File: src/rtl/sysctl_pkg.sv
package sysctl_pkg;

  localparam int unsigned OFS_W = 16;

  localparam logic [OFS_W-1:0] OFS_BUILD_ID  = 16'h0000;
  localparam logic [OFS_W-1:0] OFS_CHG_CORE  = 16'h0004;
  localparam logic [OFS_W-1:0] OFS_CHG_WRAP  = 16'h0008;
  localparam logic [OFS_W-1:0] OFS_SOFTRST   = 16'h0010;
  localparam logic [OFS_W-1:0] OFS_DDR_STAT  = 16'h0014;
  localparam logic [OFS_W-1:0] OFS_LINK_STAT = 16'h0018;
  localparam logic [OFS_W-1:0] OFS_CLK_SYN   = 16'h0030;
  localparam logic [OFS_W-1:0] OFS_BUILD_OPT = 16'h0034;
  localparam logic [OFS_W-1:0] OFS_DDR_CFG   = 16'h0038;

  typedef enum logic [2:0] {
    SEL_NONE,
    SEL_ZERO,
    SEL_SOFTRST,
    SEL_DDR_STAT,
    SEL_CLK_SYN,
    SEL_BUILD_OPT,
    SEL_DDR_CFG
  } reg_sel_e;

  // Mask with one bit per enabled PCIe port, starting at bit 1.
  function automatic logic [31:0] port_mask(input int unsigned nports);
    logic [31:0] m;
    m = '0;
    for (int unsigned p = 0; p < nports; p++) m[p+1] = 1'b1;
    return m;
  endfunction

endpackage

File: src/rtl/sysctl_decode.sv
module sysctl_decode
  import sysctl_pkg::*;
#(
  parameter int unsigned ADDR_W    = 32,
  parameter int unsigned SIZE_W    = 4,
  parameter int unsigned FULL_SIZE = 4
) (
  input  logic [ADDR_W-1:0] addr,
  input  logic [SIZE_W-1:0] size,
  output reg_sel_e          sel,
  output logic              full_word
);

  logic [OFS_W-1:0] ofs;
  assign ofs       = addr[OFS_W-1:0];
  assign full_word = (size == SIZE_W'(FULL_SIZE));

  always_comb begin
    unique case (ofs)
      OFS_BUILD_ID, OFS_CHG_CORE,
      OFS_CHG_WRAP, OFS_LINK_STAT: sel = SEL_ZERO;
      OFS_SOFTRST:                 sel = SEL_SOFTRST;
      OFS_DDR_STAT:                sel = SEL_DDR_STAT;
      OFS_CLK_SYN:                 sel = SEL_CLK_SYN;
      OFS_BUILD_OPT:               sel = SEL_BUILD_OPT;
      OFS_DDR_CFG:                 sel = SEL_DDR_CFG;
      default:                     sel = SEL_NONE;
    endcase
  end

endmodule

File: src/rtl/sysctl_rdmux.sv
module sysctl_rdmux
  import sysctl_pkg::*;
#(
  parameter int unsigned DATA_W   = 32,
  parameter int unsigned MHZ_W    = 8,
  parameter int unsigned RAM_W    = 8,
  parameter int unsigned NUM_PCIE = 3,
  parameter int unsigned GIB_W    = 4,
  parameter int unsigned SPEED_W  = 12
) (
  input  reg_sel_e          sel,
  input  logic [MHZ_W-1:0]  ref_mhz,
  input  logic [RAM_W-1:0]  ram_gib,
  output logic [DATA_W-1:0] rdata
);

  localparam int unsigned LANE_W    = 8;
  localparam int unsigned LANES     = DATA_W / LANE_W;
  localparam int unsigned MHZ_LANE  = 1;
  localparam logic [RAM_W-1:0] GIB_MAX = RAM_W'((1 << GIB_W) - 1);
  localparam logic [DATA_W-1:0] DDR_OK_WORD = DATA_W'(32'h5);
  localparam logic [DATA_W-1:0] BUILD_WORD  = DATA_W'(port_mask(NUM_PCIE));
  localparam logic [DATA_W-1:0] SPEED_ONES  =
    DATA_W'(((64'd1 << SPEED_W) - 64'd1) << GIB_W);

  logic [DATA_W-1:0] syn_word;
  logic [GIB_W-1:0]  gib_sat;

  // One byte lane per synthesiser field: the reference lane carries the
  // strap, every other lane (dividers, multiplier) reads as one.
  for (genvar l = 0; l < LANES; l++) begin : g_lane
    if (l == MHZ_LANE) begin : g_mhz
      assign syn_word[l*LANE_W +: LANE_W] = LANE_W'(ref_mhz);
    end else begin : g_one
      assign syn_word[l*LANE_W +: LANE_W] = LANE_W'(1);
    end
  end

  assign gib_sat = (ram_gib > GIB_MAX) ? GIB_MAX[GIB_W-1:0] : ram_gib[GIB_W-1:0];

  always_comb begin
    unique case (sel)
      SEL_DDR_STAT:  rdata = DDR_OK_WORD;
      SEL_CLK_SYN:   rdata = syn_word;
      SEL_BUILD_OPT: rdata = BUILD_WORD;
      SEL_DDR_CFG:   rdata = SPEED_ONES | DATA_W'(gib_sat);
      default:       rdata = '0;
    endcase
  end

endmodule

File: src/rtl/sysctl_rstctl.sv
module sysctl_rstctl #(
  parameter int unsigned DATA_W  = 32,
  parameter int unsigned RST_BIT = 4
) (
  input  logic              clk,
  input  logic              rst_n,
  input  logic              ctl_wr,
  input  logic [DATA_W-1:0] wdata,
  output logic              reset_pulse
);

  always_ff @(posedge clk or negedge rst_n) begin
    if (!rst_n) reset_pulse <= 1'b0;
    else        reset_pulse <= ctl_wr && wdata[RST_BIT];
  end

  // a pulse never lasts two cycles unless two commands came back to back
  assert_pulse_source_R8: assert property (@(posedge clk) disable iff (!rst_n)
    reset_pulse |-> $past(ctl_wr));

endmodule

File: src/rtl/board_sysctl.sv
module board_sysctl
  import sysctl_pkg::*;
#(
  parameter int unsigned ADDR_W    = 32,
  parameter int unsigned DATA_W    = 32,
  parameter int unsigned SIZE_W    = 4,
  parameter int unsigned MHZ_W     = 8,
  parameter int unsigned RAM_W     = 8,
  parameter int unsigned NUM_PCIE  = 3,
  parameter int unsigned RST_BIT   = 4
) (
  input  logic              clk,
  input  logic              rst_n,
  input  logic              req_valid,
  output logic              req_ready,
  input  logic              req_write,
  input  logic [ADDR_W-1:0] req_addr,
  input  logic [SIZE_W-1:0] req_size,
  input  logic [DATA_W-1:0] req_wdata,
  output logic              rsp_valid,
  output logic [DATA_W-1:0] rsp_rdata,
  input  logic [MHZ_W-1:0]  strap_ref_mhz,
  input  logic [RAM_W-1:0]  strap_ram_gib,
  output logic              sys_reset_req
);

  localparam int unsigned FULL_SIZE = DATA_W / 8;

  reg_sel_e          sel;
  logic              full_word;
  logic              accepted;
  logic              ctl_wr;
  logic [DATA_W-1:0] rd_word;

  sysctl_decode #(
    .ADDR_W(ADDR_W), .SIZE_W(SIZE_W), .FULL_SIZE(FULL_SIZE)
  ) u_decode (
    .addr(req_addr), .size(req_size), .sel(sel), .full_word(full_word)
  );

  sysctl_rdmux #(
    .DATA_W(DATA_W), .MHZ_W(MHZ_W), .RAM_W(RAM_W), .NUM_PCIE(NUM_PCIE)
  ) u_rdmux (
    .sel(sel), .ref_mhz(strap_ref_mhz), .ram_gib(strap_ram_gib), .rdata(rd_word)
  );

  assign accepted = req_valid && req_ready;
  assign ctl_wr   = accepted && req_write && full_word && (sel == SEL_SOFTRST);

  sysctl_rstctl #(
    .DATA_W(DATA_W), .RST_BIT(RST_BIT)
  ) u_rstctl (
    .clk(clk), .rst_n(rst_n), .ctl_wr(ctl_wr), .wdata(req_wdata),
    .reset_pulse(sys_reset_req)
  );

  always_ff @(posedge clk or negedge rst_n) begin
    if (!rst_n) begin
      req_ready <= 1'b0;
      rsp_valid <= 1'b0;
      rsp_rdata <= '0;
    end else begin
      req_ready <= 1'b1;
      rsp_valid <= accepted;
      rsp_rdata <= (accepted && !req_write && full_word) ? rd_word : '0;
    end
  end

  assert_rsp_follows_R1: assert property (@(posedge clk) disable iff (!rst_n)
    accepted |=> rsp_valid);
  assert_rsp_quiet_R1: assert property (@(posedge clk) disable iff (!rst_n)
    !accepted |=> !rsp_valid);
  assert_narrow_zero_R2: assert property (@(posedge clk) disable iff (!rst_n)
    (accepted && req_size != SIZE_W'(FULL_SIZE)) |=> (rsp_rdata == '0 && !sys_reset_req));
  assert_ddr_ok_R4: assert property (@(posedge clk) disable iff (!rst_n)
    (accepted && !req_write && full_word && req_addr[15:0] == OFS_DDR_STAT)
      |=> rsp_rdata == DATA_W'(32'h5));
  assert_wr_zero_R11: assert property (@(posedge clk) disable iff (!rst_n)
    (accepted && req_write) |=> rsp_rdata == '0);
  assert_pulse_write_R8: assert property (@(posedge clk) disable iff (!rst_n)
    sys_reset_req |-> $past(accepted && req_write));
  assert_idle_data_R12: assert property (@(posedge clk) disable iff (!rst_n)
    !rsp_valid |-> rsp_rdata == '0);

endmodule

File: config.mk
export PLATFORM = sky130hd
export DESIGN_NAME = board_sysctl
export DESIGN_NICKNAME = d
export VERILOG_FILES = /design/src/rtl/sysctl_pkg.sv /design/src/rtl/sysctl_decode.sv /design/src/rtl/sysctl_rdmux.sv /design/src/rtl/sysctl_rstctl.sv /design/src/rtl/board_sysctl.sv
export SDC_FILE = /design/constraint.sdc
export NUM_CORES = 1
export LEC_CHECK = 0
export BUFFER_PORTS_ARGS = -buffer_cell sky130_fd_sc_hd__buf_2
export CAP_MARGIN = 20
export CORE_MARGIN = 10
export CORE_UTILIZATION = 30
export CTS_CLUSTER_SIZE = 10
export DETAILED_ROUTE_END_ITERATION = 8
export GPL_ROUTABILITY_DRIVEN = 1
export HOLD_SLACK_MARGIN = 0.08
export PLACE_DENSITY = 0.84
export SLEW_MARGIN = 25
export SYNTH_ARGS = -nofsm -noshare
export SYNTH_HDL_FRONTEND = slang
export SYNTH_SLANG_ARGS = --single-unit
export TNS_END_PERCENT = 30
File: constraint.sdc
create_clock -name clk -period 1.4 [get_ports clk]
set_clock_uncertainty 0.05 [all_clocks]
set_input_delay 0.28 -clock clk [delete_from_list [all_inputs] [get_ports clk]]
set_output_delay 0.28 -clock clk [all_outputs]
set_load 0.02 [all_outputs]
# [Word-level counts from Yosys, hierarchy flattened]
# Index checks and enable logic that the tools add are counted.
[classes] n_mux=4 reduce_logical=10 n_lt_le_gt_ge=1 n_eq_ne=14
[ops] operator="case mux 25 bit (4 select lines)" n=1
[ops] operator="== test 16 x 5 -> 1 bit (second input constant)" n=3
[ops] operator="== test 16 x 6 -> 1 bit (second input constant)" n=3
[ops] operator="2-to-1 mux 32 bit" n=1
[ops] operator="case mux 3 bit (6 select lines)" n=1
[ops] operator="== test 16 x 3 -> 1 bit (second input constant)" n=1
[ops] operator="== test 16 x 4 -> 1 bit (second input constant)" n=1
[ops] operator="zero test 16 bit" n=1
[ops] operator="== test 3 bit (second input constant)" n=3
[ops] operator="greater-than comparator 8 x 4 -> 1 bit (second input constant)" n=1
[ops] operator="logical AND 1 bit" n=7
[ops] operator="== test 3 x 2 -> 1 bit (second input constant)" n=2
[ops] operator="== test 4 x 3 -> 1 bit (second input constant)" n=1
[ops] operator="2-to-1 mux 4 bit" n=1
[ops] operator="OR reduction 4 bit" n=1
[ops] operator="zero test 1 bit" n=1
[totals] ff_bits=35 in_bits=88

# [Logic depth before layout (Yosys ltp)]
# Gate-level depths: netlist of the first run.
[depth] depth_word=6 mapped_depth=4

# [Hierarchy]
# From an unflattened synthesis of the first run, not the netlist that was laid out.
[hier_totals] hier_cells=147 hier_area_um2=1601.5
[modules_own_cells] mod="board_sysctl" area_each_um2=1134.8 cells_per_inst=74 instances=1
[modules_own_cells] mod="sysctl_rdmux" area_each_um2=312.8 cells_per_inst=55 instances=1
[modules_own_cells] mod="sysctl_decode" area_each_um2=122.6 cells_per_inst=16 instances=1
[modules_own_cells] mod="sysctl_rstctl" area_each_um2=31.3 cells_per_inst=2 instances=1

# [Least setup slack after synthesis of the first run]
# OpenSTA, ideal clock, no wires.
[synth_path] path_type="reg-to-reg" startpoint="register req_ready" endpoint="register rsp_rdata[7]" path_stages_with_launch=5 setup_ns=0.080 path_buffers=1 arrival_time_ns=1.136 setup_slack_ns=0.133 cell_sequence="dfrtp_1 -> and4_1 -> nand4_4 -> buf_6 -> nor3b_2"
[synth_via] elab_chain_len=4
[synth_lines] item="start: declaration" line="board_sysctl.sv:15" text="output logic req_ready,"
[synth_lines] item="start signal: assignment" line="board_sysctl.sv:59" text="req_ready <= 1'b0;"
[synth_lines] item="start signal: assignment" line="board_sysctl.sv:63" text="req_ready <= 1'b1;"
[synth_lines] item="logical AND 1 bit" line="board_sysctl.sv:47" text="assign accepted = req_valid && req_ready;"
[synth_lines] item="logical AND 1 bit (2 in a row)" line="board_sysctl.sv:65" text="rsp_rdata <= (accepted && !req_write && full_word) ? rd_word : '0;"
[synth_lines] item="2-to-1 mux 32 bit" line="board_sysctl.sv:65"
[synth_lines] item="end signal: assignment" line="board_sysctl.sv:65"
[synth_lines] item="end: declaration" line="board_sysctl.sv:21" text="output logic [DATA_W-1:0] rsp_rdata,"
# No other way between the ends.

# [Worst setup path after layout of the first run]
[layout_path] startpoint="register req_ready" endpoint="register rsp_rdata[9]"
# The elaborated chain is that of the path after synthesis.

==> run_results.csv, run 1 <==
group,metric,value,unit
run_status,status,"finished, final reports clean",
cells_and_area,fill_cells,314,
cells_and_area,regArea,425,µm²
cells_and_area,multi_input_area,435,µm²
placement,place_ws,-22.2,ps
detailed_routing,detail-route-antenna-nets,0,
global_routing,gr-total-overflow,0,
setup_path,rr_worst_depth,4,
floorplan,core_area,3080,µm²
clock_network,cts.sinks,17,
setup_path,rrSetupSlack,180,ps
detailed_routing,route.met2.wl,1190,µm
cells_and_area,finalNonFillerCells,193,
synthesis,ys_ff_latch,17,
power,peakVddDrop,266,µV
timing,min_period_over_period,86.9,%
detailed_routing,route.detailed.drc,0,
synthesis,synth.cell_area,971,µm²
synthesis,yosysWarnings,0,
detailed_routing,avgRoutedWirePerCell,13.1,µm
floorplan,io-pin-count,123,
detailed_routing,wirelength,2520,µm
global_routing,grt_max_degree,18,
detailed_routing,met3_length,351,µm
setup_path,crit_start,"req_ready$_DFF_PN0_",
setup_path,worstSetupEndpointType,"flop",
timing,layout_setup_ws,184,ps
synthesis,syn_inst,85,
clock_network,post-cts-setup-buffers,0,
clock_network,cts_tree,"yes",
detailed_routing,drt_iter0_drc,45,
global_routing,grt_pass1_vias,917,
synthesis,yosysSeqAreaShare,43.8,%
synthesis,synth.avg_cell_area,11.4,µm²
detailed_routing,via_per_inst,4.15,
clock_network,post_cts_resized,0,
floorplan,initial_core_util,31.5,%
cells_and_area,fin_util,43.0,%
global_routing,antenna_found_initial,0,
clock_network,cts_buffers,3,
cells_and_area,most-common-layout-cells,"buf_2, dfrtp_1, conb_1",
timing,fin_setup_tns,0,ps
detailed_routing,dr.max_layer_used,"met4",
power,power_leakage,0.670,nW
placement,dpl.hpwl,2290,µm
cells_and_area,area_growth_syn_to_layout,36.2,%
timing,rsz0062_at_grt,"no",
timing,whs,135,ps
synthesis,async_flop_share,100,%
detailed_routing,num_vias,801,
timing,slew_violations,0,
cells_and_area,mostFrequentLayoutCell,"buf_2",
clock_network,htreeDepth,1,
placement,placed_area,1290,µm²
clock_network,cts_root_buffer,"clkbuf_4",
placement,gp_congestion,0.723,
setup_path,crit_end,"rsp_rdata[9]$_DFF_PN0_",
setup_path,r2r_end,"rsp_rdata[9]$_DFF_PN0_",
floorplan,rows,20,
power,p_per_area,686,nW/µm²
cells_and_area,drive_above_1_share,60.4,%
clock_network,cts.clk_slew.worst_paths,90,ps
cells_and_area,diodes,0,
global_routing,track_usage,8.38,%
timing,fin_crit,1220,ps
cells_and_area,final_nets,238,
setup_path,arrival,1370,ps
min_path,min_from,"req_addr[5]",
timing,hold_viol_final,0,
floorplan,die_h,76.9,µm
setup_path,crit_type,"reg2reg",
power,p_total,0.907,mW
placement,dp_cells,188,
setup_path,r2r_start,"req_ready$_DFF_PN0_",
placement,numPortBuffers,61,
global_routing,grt_first_pass_wirelength,4060,µm
setup_path,crit_fanout,8,
floorplan,fp.dieW,76.9,µm
setup_path,crit_required,1560,ps
synthesis,yosys.cell_types.count,26,
synthesis,synth_edf_count,0,
timing,max_freq,822,MHz
timing,finalSetupViolations,0,
synthesis,ys_dominant_reg_cell,"dfrtp_1",
min_path,hold_class,"in2reg",
detailed_routing,detail_route.wirelength.met1,953,µm
cells_and_area,final_area,1320,µm²
floorplan,fp.dieArea,5910,µm²
clock_network,clockBufferDepth,2,
job,cap_violations,0,
clock_network,insertion_delay,280,ps
setup_path,cp-start-kind,"flop",
detailed_routing,dr.pass1.iters,4,
## metal layers
layer / GRT usage [%] / up-vias
met5: 0 / -
met4: 4.46 / 0
met3: 4.55 / 3
met2: 13.9 / 56
met1: 8.21 / 348
li1: - / 394
## synth_stat cells (2+ instances only)
library cell  count  area (µm²)
o21ai_1           3        15.0
conb_1            2        7.51
nand2b_1          3        18.8
nor4_4            2        42.5
buf_4            18         135
a211oi_1          3        22.5
dfrtp_1          17         425
nor2b_1           2        12.5
nor3_2           10         100
o21ai_0           8        40.0
clkbuf_1          2        7.51
## final cells by class
class                   instances  share of cell area (%)
well taps                      44                    4.16
clock buffers                   4                    1.99
repair buffers                 69                    28.8
flip-flops and latches         17                    32.2
multi-input cells              59                    32.9
## cells by family (layout without fill, tap and decap cells)
family	count (synthesis)	count (layout)	synth area share (%)
other	2	15	0.773
buffers and inverters	22	73	16.4
flip-flops	17	17	43.8
AO/OA/AOI/OAI	16	16	10.6
AND/OR/NAND/NOR	28	28	28.5
## worst max-delay path, stage by stage, from the launching register on
cell and delay, ps:
dfrtp_1 350, and4_1 230, nand4_4 150, buf_12 190, nor3_2 170
## flip-flops by register name, summed over array words and instances (netlist names)
register              flops
u_rstctl.reset_pulse      1
rsp_valid                 1
rsp_rdata                14
req_ready                 1
## worst min-delay path by stage
stage,cells past startpoint,endpoint
2_1_floorplan,0,req_ready$_DFF_PN0_
4_1_cts,2,u_rstctl.reset_pulse$_DFF_PN0_
3_5_place_dp,1,rsp_rdata[8]$_DFF_PN0_
6_report,2,u_rstctl.reset_pulse$_DFF_PN0_
5_1_grt,2,u_rstctl.reset_pulse$_DFF_PN0_
3_3_place_gp,1,rsp_rdata[11]$_DFF_PN0_
## what timing repair did
action / CTS / global route
endpoints found under the hold margin: 17 / 0
setup endpoints to repair: 0 / 0
hold buffers: 1 / 0
## report_power, final
part / leakage, nW / internal [mW] / switching [mW] / total [mW]
logic: 0.421 / 0.0663 / 0.102 / 0.168
registers: 0.234 / 0.493 / 0.000993 / 0.494
clock network: 0.0150 / 0.111 / 0.134 / 0.245
total: 0.670 / 0.670 / 0.237 / 0.907
Power figures use the tool's default switching activity.
==> inputs of run 2 (changes only) <==
SETUP_SLACK_MARGIN = 0.3   (was unset)
==> run_results.csv, run 2 (synthesis gave the netlist of run 1 again) <==
group,metric,value,unit
floorplan,initial_core_util,31.5,%
timing,min_period_over_period,88.9,%
floorplan,core_area,3080,µm²
detailed_routing,dr.pass1.iters,3,
setup_path,r2r_end,"rsp_rdata[16]$_DFF_PN0_",
cells_and_area,most-common-layout-cells,"buf_2, dfrtp_1, conb_1",
placement,dpl.hpwl,2170,µm
clock_network,cts.clk_slew.worst_paths,90,ps
floorplan,fp.dieW,76.9,µm
floorplan,fp.dieArea,5910,µm²
clock_network,cts_buffers,3,
global_routing,antenna_found_initial,0,
cells_and_area,final_nets,238,
timing,max_freq,803,MHz
setup_path,critPathTopFamily,"simple AND/OR/NAND/NOR gates",
cells_and_area,fin_util,44.1,%
floorplan,die_h,76.9,µm
placement,numPortBuffers,61,
global_routing,track_usage,8.13,%
global_routing,grt_pass1_vias,938,
clock_network,clockBufferDepth,2,
placement,gp_congestion,0.721,
timing,rsz0062_at_grt,"yes",
power,intPower,0.673,mW
placement,placed_area,1290,µm²
setup_path,critPathBufInv,1,
placement,dp_cells,187,
power,peakVddDrop,228,µV
cells_and_area,multi_input_area,459,µm²
power,power_frac_seq,53.7,%
setup_path,slowest_stage,"dfrtp_2",
min_path,hold_class,"in2reg",
setup_path,rrSetupSlack,150,ps
setup_path,crit_required,1540,ps
min_path,hold_end,"u_rstctl.reset_pulse$_DFF_PN0_",
run_status,status,"finished, final reports clean",
timing,finalSetupViolations,0,
power,power_leakage,0.689,nW
clock_network,cts.sinks,17,
setup_path,critPathMaxStageDelay,390,ps
detailed_routing,wirelength,2590,µm
placement,place_ws,-10.2,ps
cells_and_area,regArea,427,µm²
setup_path,r2r_start,"req_ready$_DFF_PN0_",
clock_network,insertion_delay,280,ps
setup_path,cp-start-kind,"flop",
timing,layout_setup_ws,155,ps
timing,slew_violations,0,
power,p_total,0.922,mW
cells_and_area,largest-register,"rsp_rdata",
detailed_routing,route.detailed.drc,0,
cells_and_area,largest_register_ffs,14,
cells_and_area,final_area,1360,µm²
power,comb_power_share,19.0,%
min_path,min_from,"req_addr[5]",
timing,whs,141,ps
job,cap_violations,0,
floorplan,rows,20,
detailed_routing,detail-route-antenna-nets,0,
floorplan,io-pin-count,123,
setup_path,crit_type,"reg2reg",
detailed_routing,via_per_inst,4.06,
clock_network,htreeDepth,1,
setup_path,crit_fanout,7,
power,p_sw,0.249,mW
global_routing,grt_max_degree,18,
setup_path,worstSetupEndpointType,"flop",
setup_path,cp_cell_sequence,"and4_4, nand4_4, buf_4, nor4_2",
cells_and_area,diodes,0,
cells_and_area,area_growth_syn_to_layout,39.8,%
detailed_routing,avgRoutedWirePerCell,13.4,µm
global_routing,grt_first_pass_wirelength,4030,µm
cells_and_area,fill_cells,302,
setup_path,arrival,1380,ps
clock_network,cts_tree,"yes",
cells_and_area,drive_above_1_share,62.4,%
clock_network,cts_root_buffer,"clkbuf_4",
power,p_per_area,679,nW/µm²
cells_and_area,mostFrequentLayoutCell,"buf_2",
timing,fin_setup_tns,0,ps
power,clock_power_share,27.3,%
timing,fin_crit,1250,ps
power,swShare,27.0,%
setup_path,rr_worst_depth,4,
min_path,holdPathStages,2,
timing,hold_viol_final,0,
detailed_routing,drt_iter0_drc,43,
detailed_routing,num_vias,783,
cells_and_area,finalNonFillerCells,193,
global_routing,gr-total-overflow,0,
## run 2: cell counts in the layout (fill, tap and decap cells not counted)
No cell type changed its count.
## run 2: power by group through the flow
stage                     sequential (mW)  combinational, mW  clock, mW
after floorplan                     0.509              0.101          0
after global placement              0.505              0.164          0
after detailed placement            0.505              0.167          0
after CTS                           0.495              0.173      0.262
after global routing                0.496              0.194      0.280
final                               0.495              0.175      0.252
## run 2: timing repair
action / CTS / global route
pin swaps: 8 / 1
hold endpoints to repair: 17 / 0
buffers inserted: 0 / 1
gates resized for setup: 5 / 1
hold buffers: 1 / 0
setup endpoints to repair: 36 / 36
## run 2: how the worst max path moves through the flow
stage                                    from                       to  cells past startpoint
after floorplan              strap_ram_gib[7]   rsp_rdata[2]$_DFF_PN0_                      3
after CTS                 req_ready$_DFF_PN0_  rsp_rdata[11]$_DFF_PN0_                      4
after global routing      req_ready$_DFF_PN0_  rsp_rdata[16]$_DFF_PN0_                      4
after global placement           req_addr[11]  rsp_rdata[15]$_DFF_PN0_                      5
after detailed placement         req_addr[11]  rsp_rdata[13]$_DFF_PN0_                      5
final                     req_ready$_DFF_PN0_  rsp_rdata[16]$_DFF_PN0_                      4
## run 2: per-layer routing
metal / GRT usage [%] / part of all wire [%] / vias to the layer above
met4: 3.35 / 0 / 0
met5: 0 / 0 / -
met3: 4.90 / 13 / 0
li1: - / - / 395
met2: 13.4 / 50 / 45
met1: 8.13 / 37 / 343
## run 2: worst register-to-register path, delay by kind of cell (launching register included)
family                 cells  cell delay [ps]
buffers and inverters      1              190
DFF                        1              390
and+or+nand+nor            3              520
## run 2: final cells by class
| class | count | area share (%) |
|---|---|---|
| Multi-Input combinational cell | 59 | 33.8 |
| Clock buffer | 4 | 1.94 |
| Tap cell | 44 | 4.06 |
| Timing Repair Buffer | 69 | 28.8 |
| Sequential cell | 17 | 31.4 |
